[config.mk]
export PLATFORM = sky130hd
export DESIGN_NAME = irq_take_arbiter
export DESIGN_NICKNAME = d
export VERILOG_FILES = /design/src/rtl/irq_arb_pkg.sv /design/src/rtl/irq_virt_gate.sv /design/src/rtl/irq_prio_pick.sv /design/src/rtl/irq_status_view.sv /design/src/rtl/irq_take_arbiter.sv
export SDC_FILE = /design/constraint.sdc
export NUM_CORES = 1
export LEC_CHECK = 0
export ABC_AREA = 1
export BUFFER_PORTS_ARGS = -buffer_cell sky130_fd_sc_hd__clkbuf_2
export CAP_MARGIN = 20
export CORE_MARGIN = 2
export CORE_UTILIZATION = 40
export CTS_CLUSTER_SIZE = 24
export DETAILED_ROUTE_END_ITERATION = 10
export GPL_TIMING_DRIVEN = 0
export PLACE_DENSITY = 0.94
export SYNTH_ARGS = -nofsm -noshare
export SYNTH_HDL_FRONTEND = slang
export SYNTH_SLANG_ARGS = --single-unit
export TNS_END_PERCENT = 50
[constraint.sdc]
create_clock -name clk_i -period 1.31 [get_ports clk_i]
set_clock_uncertainty 0.15 [all_clocks]
set_input_delay 0.1965 -clock clk_i [delete_from_list [all_inputs] [get_ports clk_i]]
set_output_delay 0.1965 -clock clk_i [all_outputs]
set_load 0.05 [all_outputs]
[src/rtl/irq_arb_pkg.sv]
package irq_arb_pkg;
   // positions in the take vector, lowest index wins
   localparam int unsigned NUM_KIND  = 3;              // IRQ, FIQ, abort
   localparam int unsigned NUM_SRC   = 2 * NUM_KIND;   // physical + virtual each
   localparam int unsigned KIND_IRQ  = 0;
   localparam int unsigned KIND_FIQ  = 1;
   localparam int unsigned KIND_ABT  = 2;
   localparam int unsigned EL_W      = 2;

   typedef logic [EL_W-1:0] el_t;
   localparam el_t EL_HYP = el_t'(2);

   // physical source of kind k sits at 2k, virtual at 2k+1
   function automatic int unsigned phys_slot(int unsigned k);
      return 2 * k;
   endfunction
   function automatic int unsigned virt_slot(int unsigned k);
      return 2 * k + 1;
   endfunction
endpackage

[src/rtl/irq_virt_gate.sv]
module irq_virt_gate
   import irq_arb_pkg::*;
#(
   parameter bit LEGACY_RULES = 1'b0,
   parameter bit HAS_VHE      = 1'b1
) (
   input  logic pend_i,
   input  logic route_i,
   input  logic pmask_i,
   input  logic tge_i,
   input  logic e2h_i,
   input  logic secure_i,
   input  logic sel2_en_i,
   input  el_t  el_i,
   output logic take_o
);
   logic below_hyp;
   logic a64_ok;
   logic leg_route;
   logic leg_ok;

   always_comb begin
      below_hyp = (el_i < EL_HYP);
      // 64-bit table: every masked row collapses to these terms
      a64_ok    = !(secure_i && !sel2_en_i) && !tge_i && route_i
                  && below_hyp && !pmask_i;
      // 32-bit table: trap-general forces routing unless host extension
      leg_route = tge_i ? (!HAS_VHE || !e2h_i) : route_i;
      leg_ok    = leg_route && !pmask_i && !secure_i && (el_i != EL_HYP);
      take_o    = pend_i && (LEGACY_RULES ? leg_ok : a64_ok);
   end
endmodule

[src/rtl/irq_prio_pick.sv]
module irq_prio_pick #(
   parameter int unsigned N = 6
) (
   input  logic [N-1:0] req_i,
   output logic [N-1:0] grant_o
);
   if (N < 1) begin : g_bad
      $error("irq_prio_pick: N must be at least 1");
   end

   for (genvar i = 0; i < N; i++) begin : g_slot
      if (i == 0) begin : g_top
         assign grant_o[i] = req_i[i];
      end else begin : g_rest
         assign grant_o[i] = req_i[i] & ~(|req_i[i-1:0]);
      end
   end
endmodule

[src/rtl/irq_status_view.sv]
module irq_status_view
   import irq_arb_pkg::*;
#(
   parameter int unsigned STATUS_W = 32,
   parameter int unsigned ABT_BIT  = 8,
   parameter int unsigned IRQ_BIT  = 7,
   parameter int unsigned FIQ_BIT  = 6
) (
   input  logic [NUM_KIND-1:0] phys_i,
   input  logic [NUM_KIND-1:0] virt_i,
   input  logic [NUM_KIND-1:0] route_i,
   input  logic                guest_i,
   output logic [STATUS_W-1:0] status_o
);
   if (ABT_BIT >= STATUS_W || IRQ_BIT >= STATUS_W || FIQ_BIT >= STATUS_W) begin : g_bad_w
      $error("irq_status_view: status bit beyond STATUS_W");
   end
   if (ABT_BIT == IRQ_BIT || IRQ_BIT == FIQ_BIT || ABT_BIT == FIQ_BIT) begin : g_bad_pos
      $error("irq_status_view: status bits must be distinct");
   end

   logic [NUM_KIND-1:0] shown;

   for (genvar k = 0; k < NUM_KIND; k++) begin : g_kind
      assign shown[k] = (guest_i && route_i[k]) ? virt_i[k] : phys_i[k];
   end

   always_comb begin
      status_o          = '0;
      status_o[ABT_BIT] = shown[KIND_ABT];
      status_o[IRQ_BIT] = shown[KIND_IRQ];
      status_o[FIQ_BIT] = shown[KIND_FIQ];
   end
endmodule

[src/rtl/irq_take_arbiter.sv]
module irq_take_arbiter
   import irq_arb_pkg::*;
#(
   parameter bit          LEGACY_RULES = 1'b0,
   parameter bit          HAS_VHE      = 1'b1,
   parameter int unsigned STATUS_W     = 32
) (
   input  logic                clk_i,
   input  logic                rst_ni,
   input  logic                phys_irq_i,
   input  logic                phys_fiq_i,
   input  logic                phys_abt_i,
   input  logic                vline_irq_i,
   input  logic                vline_fiq_i,
   input  logic                reset_req_i,
   input  logic                event_req_i,
   input  logic                hv_vi_i,
   input  logic                hv_vf_i,
   input  logic                hv_va_i,
   input  logic                route_irq_i,
   input  logic                route_fiq_i,
   input  logic                route_abt_i,
   input  logic                hv_tge_i,
   input  logic                hv_e2h_i,
   input  logic                sec_el2_en_i,
   input  logic                secure_i,
   input  logic [1:0]          cur_el_i,
   input  logic                mask_a_i,
   input  logic                mask_i_i,
   input  logic                mask_f_i,
   output logic [5:0]          take_o,
   output logic                any_o,
   output logic                wake_o,
   output logic [STATUS_W-1:0] status_o
);
   localparam int unsigned SRC_N = NUM_SRC;

   if (SRC_N != 6) begin : g_bad_src
      $error("irq_take_arbiter: take vector is six wide");
   end

   logic [NUM_KIND-1:0] p_pend, v_pend, route, pmask;
   logic [SRC_N-1:0]    req, grant;
   logic                el2_on, guest;
   logic                any_d, wake_d;
   logic [STATUS_W-1:0] status_d;

   assign p_pend = {phys_abt_i, phys_fiq_i, phys_irq_i};
   assign v_pend = {hv_va_i, (vline_fiq_i | hv_vf_i), (vline_irq_i | hv_vi_i)};
   assign route  = {route_abt_i, route_fiq_i, route_irq_i};
   assign pmask  = {mask_a_i, mask_f_i, mask_i_i};
   assign el2_on = !secure_i || sec_el2_en_i;
   assign guest  = (cur_el_i < EL_HYP) && el2_on;

   for (genvar k = 0; k < NUM_KIND; k++) begin : g_kind
      assign req[phys_slot(k)] = p_pend[k] & ~pmask[k];
      irq_virt_gate #(
         .LEGACY_RULES(LEGACY_RULES),
         .HAS_VHE     (HAS_VHE)
      ) u_vgate (
         .pend_i   (v_pend[k]),
         .route_i  (route[k]),
         .pmask_i  (pmask[k]),
         .tge_i    (hv_tge_i),
         .e2h_i    (hv_e2h_i),
         .secure_i (secure_i),
         .sel2_en_i(sec_el2_en_i),
         .el_i     (cur_el_i),
         .take_o   (req[virt_slot(k)])
      );
   end

   irq_prio_pick #(.N(SRC_N)) u_pick (
      .req_i  (req),
      .grant_o(grant)
   );

   irq_status_view #(.STATUS_W(STATUS_W)) u_view (
      .phys_i  (p_pend),
      .virt_i  (v_pend),
      .route_i (route),
      .guest_i (guest),
      .status_o(status_d)
   );

   assign any_d  = (|grant) | reset_req_i | event_req_i;
   assign wake_d = (|p_pend) | reset_req_i | event_req_i
                   | ((|(v_pend & route)) & guest);

   always_ff @(posedge clk_i or negedge rst_ni) begin
      if (!rst_ni) begin
         take_o   <= '0;
         any_o    <= 1'b0;
         wake_o   <= 1'b0;
         status_o <= '0;
      end else begin
         take_o   <= grant;
         any_o    <= any_d;
         wake_o   <= wake_d;
         status_o <= status_d;
      end
   end
endmodule

== Word level (Yosys, flattened, before mapping) ==
Cells that the tools add are included.
Storage, ports and cells
  register bits after elaboration: 11
  bits in latches: 0
  RAM bits: 0
  bits in read-only memories: 0
  input bits: 24
  output and inout bits: 40
  logic and storage cells: 66
  memories kept: 0
Cells by class
  $add $sub $neg: 0
  $mul: 0
  div/mod/pow operators: 0
  magnitude comparators: 1
  eq/ne operators: 0
  shifts and indexed selects: 0
  multiplexer cells: 3
  bitwise logic cells: 25
  reduce and logical (&&, ||, !) cells: 33
Operators with widths (count)
  1-bit logical AND: 18
  1-bit AND: 9
  3-bit OR reduction: 3
  1-bit inverter: 8
  1-bit logical NOT: 7
  1-bit OR: 7
  6-bit OR reduction: 1
  5-bit OR reduction: 1
  4-bit OR reduction: 1
  3-bit AND: 1
  1-bit 2-to-1 mux: 3
  2-bit < comparator (second input constant): 1
  2-bit OR reduction: 1
  1-bit logical OR: 1

== Depth between registers and ports, before layout ==
Gate-level depths: netlist (run 1).
  depth after elaboration: 14
  mapped depth: 7

== Modules after synthesis ==
From an unflattened synthesis (run 1), not the netlist that was laid out.
Second synthesis, totals
  cells, all modules: 147
  area, all modules: 1575.3 µm²
Modules (own cells, without submodules)
  irq_take_arbiter: instances 1, cells an instance 63, area an instance 1122.3 µm², sequential area each 1001.0 µm²
  irq_status_view: instances 1, cells an instance 42, area an instance 270.3 µm², sequential area each 0.0 µm²
  irq_virt_gate: instances 3, cells an instance 9, area an instance 40.0 µm², sequential area each 0.0 µm²
  irq_prio_pick: instances 1, cells an instance 15, area an instance 62.6 µm², sequential area each 0.0 µm²

== Worst setup path after synthesis (run 1) ==
OpenSTA, ideal clock, no wires.
  path kind: input to register
  from: input port sec_el2_en_i
  to: register take_o[4]
  setup time: 118 ps
  arrival: 667 ps
  required time: 1042 ps
  path slack: 374 ps
  cell stages on the path: 5
  path through: inv_1 -> a21oi_2 -> nand3_2 -> nand3_1 -> nor3_1
On the way
  longest elaborated chain between the ends: 11
  elaborated cells on any way between the ends: 15
  those cells by class: bitwise (2); reduce/logical (13)
Ends and longest elaborated chain
  from (decl): line irq_take_arbiter.sv:25  | input logic sec_el2_en_i,
  1-bit logical NOT *: line irq_virt_gate.sv:25  | a64_ok = !(secure_i && !sel2_en_i) && !tge_i && route_i
  1-bit logical AND *: line irq_virt_gate.sv:25
  1-bit logical NOT *: line irq_virt_gate.sv:25
  1-bit logical AND *: line irq_virt_gate.sv:25
  1-bit logical AND: line irq_virt_gate.sv:25
  1-bit logical AND (2 in a row): line irq_virt_gate.sv:26  | && below_hyp && !pmask_i;
  1-bit logical AND: line irq_virt_gate.sv:30  | take_o = pend_i && (LEGACY_RULES ? leg_ok : a64_ok);
  4-bit OR reduction *: line irq_prio_pick.sv:15  | assign grant_o[i] = req_i[i] & ~(|req_i[i-1:0]);
  1-bit inverter *: line irq_prio_pick.sv:15
  1-bit AND *: line irq_prio_pick.sv:15
  via grant[4]: line irq_take_arbiter.sv:43  | logic [SRC_N-1:0] req, grant;
  to (signal assigned): line irq_take_arbiter.sv:97  | take_o <= grant;
  to (decl): line irq_take_arbiter.sv:31  | output logic [5:0] take_o,
The timed path passes the listed nets; every way through them passes the cells marked *.

== Final worst setup path (run 1) ==
  from: register any_o
  to: output port any_o
RTL lines
  from (decl): line irq_take_arbiter.sv:32  | output logic any_o,
  from (signal assigned): line irq_take_arbiter.sv:98  | any_o <= any_d;
No word-level cell between the ends.

==> reports/summary.txt, run 1 <==
Clk buf depth = 2
Detailed-route DRC error count = 0
CP bufs+invs = 1
Crit path kind = reg2out
Final period util = 0.931
TritonCTS clock tree = built
Port-buffer cells = 32
Area of the multi-input gates = 325 sq um
Syn_area_per_cell = 8.03 sq um
Post-synth top cells = buf_4 (29), nor2_1 (13), dfrtp_1 (11), nand2_1 (11), inv_1 (10)
Antenna violations before repair = 0
CP max stage delay = 0.33 ns
Static Leak = 0.000695 uW
Post-DP HPWL = 1.39 mm
Synth-to-Final Area Change = 45.4%
Final hold violation count = 0
Worst path cell trace = clkbuf_2
Fmax = 0.820 GHz
Share of cells above drive strength 1 = 0.450
Pre-CTS setup slack = 0.186 ns
Vias in the first global route = 635
Overall global routing resource usage = 0.151
Total Neg Setup Slack = 0 ns
CTS Buf Count = 3
Share of power burned in registers = 0.351
Avg WL per Cell = 8.68 um
Crit. End Element = primary output
Most frequent cell after synthesis = buf_4
EDFF count, synth = 0
Io pins = 64
Max_cap viols = 0
Row Count = 15
Arrival @ worst endpoint = 0.87 ns
Switching power share of the total = 0.421
H-tree depth = 1
Synth Warn # = 0
Crit path time final = 1.22 ns
Simple-gate share of the synthesized area = 0.255
Worst hold path class = in2reg
Pwr Total = 1020 uW
DIE WIDTH = 47.4 um
Worst-path clk slew = 0.06 ns
Xor and xnor area share after synthesis = 0
Die H = 47.4 um
Mapped Cells = 94
Seq/Total Area, Yosys = 0.365
Via/cell ratio = 3.95
Vias post-DR = 731
Drt total wl = 1.61 mm
Antenna diode count = 0
Maximum vdd drop = 0.000425 V
Max Slew Vio Count = 0
RePlAce Congestion = 0.845
Main combinational cell family by area after synthesis = buffers and inverters
Layout net count = 185
Asr flop ratio synth = 1.00
Distinct cells, synth = 18
CP delay by family, top = flip-flops
Core ar. = 1750 sq um
Pwr/cell area = 930 nW/um^2
Crit start category = flop
Mux share of post-synthesis cell area = 0
Full die area = 2250 sq um
WP data required = 0.96 ns
Initial core utilization = 0.432
First-pass GRT wire length = 2.32 mm
Internal Power = 590 uW
Cell type with the largest total area after synthesis = dfrtp_1
Routed Antenna Nets = 0
Synth Register Bits = 11
Synth Area in Compound Gates = 0.0315
Worst path slowest cell = dfrtp_1
Status = finished, final reports clean
1st-iter DRT viols = 23
Pin count of the biggest net entering global routing = 12
Smallest hold slack = 0.00328 ns
Most used flip-flop cell after synthesis = dfrtp_1
Sequential cell area = 275 sq um
Clock group share of total power = 0.221
Logic pwr share = 0.427
CTS Sinks = 11
Top post-synthesis cells by area = dfrtp_1 (36%), buf_4 (29%), nor2_1 (6.5%)
Post-synth top area share = 0.365
Post-synthesis adder-cell area fraction = 0
Fill cell count = 148
Setup-failing EPs final = 0
Clock Tree Root = clkbuf_4
Total gr overflow = 0
Length of the first detailed-routing pass in iterations = 4
Post-Syn Area = 754 sq um
P_sw = 430 uW
Crit-path max FO = 1
Setup ws final = 0.0902 ns
RSZ-0062 raised after global routing = false
-- what timing repair did --
item                                   CTS  global route
buffers inserted                         0             0
hold buffers                             2             0
setup endpoints to repair                0             0
resized for setup                        0             0
endpoints found under the hold margin   12             0
-- through the flow --
step	utilization	instance area [sq um]	instances
5_1_grt	0.629	1100	185
3_3_place_gp	0.602	1050	179
2_1_floorplan	-	860	122
6_report	0.629	1100	185
3_5_place_dp	0.602	1050	179
4_1_cts	0.629	1100	185
-- power groups by stage --
stage	sequential, uW	clock [uW]	combinational (uW)
global placement	364	0	419
global route	360	244	462
CTS	359	225	430
detailed placement	365	0	425
floorplan	421	0	300
finish	358	226	436
-- worst paths after layout --
check	from	end	slack [ns]	cells after the start
max	any_o	any_o	0.09	1
min	event_req_i	wake_o	0.003	3
max in group asynchronous	rst_ni	status_o[8]	0.64	2
min in group asynchronous	rst_ni	take_o[2]	0.16	2
-- routing by layer --
layer  GRT usage  wire length (um)  part of all wire  vias up
li1            -                 -                 -      361
met1       0.122               562              0.35      313
met2       0.300               844              0.53       53
met3      0.0491               179              0.11        4
met4       0.100                19             0.012        0
met5           0                 0                 0        -
-- area by class of cell --
cell class	count	area share
Inverter	11	0.0376
Sequential cell	11	0.251
Timing Repair Buffer	34	0.164
Multi-Input combinational cell	71	0.296
Tap cell	25	0.0285
Clock buffer	4	0.0239
Buffer	29	0.198
-- cells by family after synthesis --
family                 count (synthesis)
other                                  1
AND/OR/NAND/NOR                       38
flip-flops                            11
buffers and inverters                 40
AO/OA/AOI/OAI                          4
-- cells in the final DEF (no fill, tap or decap), drive strengths merged --
cell	synthesis	final
dfrtp	11	11
conb	1	29
nand2	12	12
and2	1	1
nand3	5	5
clkbuf	0	36
inv	11	11
buf	29	29
nor3	3	3
nor2	14	14
o21ai	3	3
or2	2	2
dlygate4sd3	0	2
a21oi	1	1
nand4	1	1
-- registers in the layout, indices dropped and copies added (netlist names) --
name	count
status_o	3
wake_o	1
take_o	6
any_o	1
Note: power is estimated with default switching activity, not from simulation.
==> inputs of run 2 (changes only) <==
BUFFER_PORTS_ARGS = -buffer_cell sky130_fd_sc_hd__buf_2   (was -buffer_cell sky130_fd_sc_hd__clkbuf_2)
SETUP_SLACK_MARGIN = 0.1   (was default)
==> run 2 against run 1 <==
  * Clock power shrank 6%
  * Non-clock buffer count stayed put
  * Worst setup slack better by 0.037 ns
  * Count of clock-buffer cells in the layout unchanged
  * First-iteration DRC count decreased by 61%
  * Critical path depth unchanged
  * Wire length increased by 2.6%
  * Global-route usage is 0.62 points higher
  * Die area stayed put
  * Cell area rose by 0.46%
  * Utilization rose by 0.29 points
==> reports/summary.txt, run 2 (same netlist as run 1, synthesis figures left out) <==
Max reg flops = 6
Fmax = 0.845 GHz
CP bufs+invs = 1
Synth-to-Final Area Change = 46.1%
Drt total wl = 1.65 mm
Worst-path clk slew = 0.06 ns
Share of cells above drive strength 1 = 0.450
Clock Tree Root = clkbuf_4
Port-buffer cells = 32
WP data required = 0.96 ns
Post-DP HPWL = 1.30 mm
End-of-flow core utilization = 0.632
Layout net count = 185
Crit start category = flop
Overall global routing resource usage = 0.157
Crit. End Element = primary output
Final period util = 0.903
Post-CTS repair timing setup buffer count = 0
Static Leak = 0.000694 uW
Avg WL per Cell = 8.90 um
First-pass GRT wire length = 2.48 mm
Layout Cells excl Fill = 185
Row Count = 15
Reg with most FFs = take_o
Vias post-DR = 739
CP max stage delay = 0.33 ns
Largest registers = take_o: 6 flops, status_o: 3 flops
Antenna violations before repair = 0
Via/cell ratio = 3.99
Die H = 47.4 um
Max_cap viols = 0
Vias in the first global route = 702
Antenna diode count = 0
Final hold violation count = 0
Io pins = 64
Worst hold path class = in2reg
Pwr/cell area = 916 nW/um^2
Core ar. = 1750 sq um
Total gr overflow = 0
Placed Cells = 179
Arrival @ worst endpoint = 0.84 ns
Setup-failing EPs final = 0
H-tree depth = 1
Crit path time final = 1.18 ns
Total Neg Setup Slack = 0 ns
Maximum vdd drop = 0.000391 V
Crit-path max FO = 1
Length of the first detailed-routing pass in iterations = 4
Full die area = 2250 sq um
RSZ-0062 raised after global routing = true
TritonCTS clock tree = built
Worst path cell trace = buf_2
Pin count of the biggest net entering global routing = 12
Smallest hold slack = 0.0513 ns
CTS Buf Count = 3
Pwr Total = 1010 uW
RePlAce Congestion = 0.851
CTS Sinks = 11
DIE WIDTH = 47.4 um
Most common cell after layout, fill and taps aside = buf_2
Worst path slowest cell = dfrtp_1
Max Slew Vio Count = 0
Routed Antenna Nets = 0
Crit path kind = reg2out
Initial core utilization = 0.432
CP delay by family, top = flip-flops
Status = finished, final reports clean
Detailed-route DRC error count = 0
1st-iter DRT viols = 9
Commonest cells after routing, fill and taps aside = buf_2 (30), buf_4 (29), conb_1 (29), nor2_1 (13)
Clk buf depth = 2
## run 2: changes by cell type in the layout (fill, tap and decap cells not counted), sizes merged
cell / previous run / this run
clkbuf: 36 / 6
buf: 29 / 59
## run 2: through the flow
step / setup slack (ns) / cell area (sq um)
final: 0.127 / 1100
after global routing: 0.0928 / 1100
after CTS: 0.118 / 1100
after detailed placement: 0.195 / 1050
after global placement: 0.215 / 1050
after floorplan: 0.374 / 860
## run 2: report_power, final
group | switching, uW | internal, uW
Clock | 95.4 | 117
Sequential | 3.68 | 355
Combinational | 319 | 120
Total | 418 | 592
## run 2: worst paths after layout
check,start,endpoint,slack [ns],cells after the start
max,status_o[6],status_o[6],0.13,1
min,event_req_i,wake_o,0.05,3
max in group asynchronous,rst_ni,status_o[6],0.64,2
min in group asynchronous,rst_ni,take_o[2],0.18,2
## run 2: what timing repair did
item / CTS / global route
hold endpoints to repair: 12 / 0
gates resized for setup: 0 / 2
setup endpoints to repair: 0 / 4
hold buffers: 2 / 0
## run 2: layer usage
layer / GRT usage / wire length (um) / vias up / share of wire
li1: - / - / 358 / -
met1: 0.128 / 548 / 323 / 0.33
met2: 0.338 / 873 / 54 / 0.53
met3: 0.0226 / 212 / 4 / 0.13
met4: 0.0889 / 13 / 0 / 0.0079
met5: 0 / 0 / - / 0
## run 2: area by class of cell
type | count | area (sq um)
buffer | 29 | 218
clock buffer | 4 | 26.3
fill | 144 | 643
inverter | 11 | 41.3
multi-input combinational | 71 | 325
sequential | 11 | 275
tap | 25 | 31.3
timing repair buffer | 34 | 185
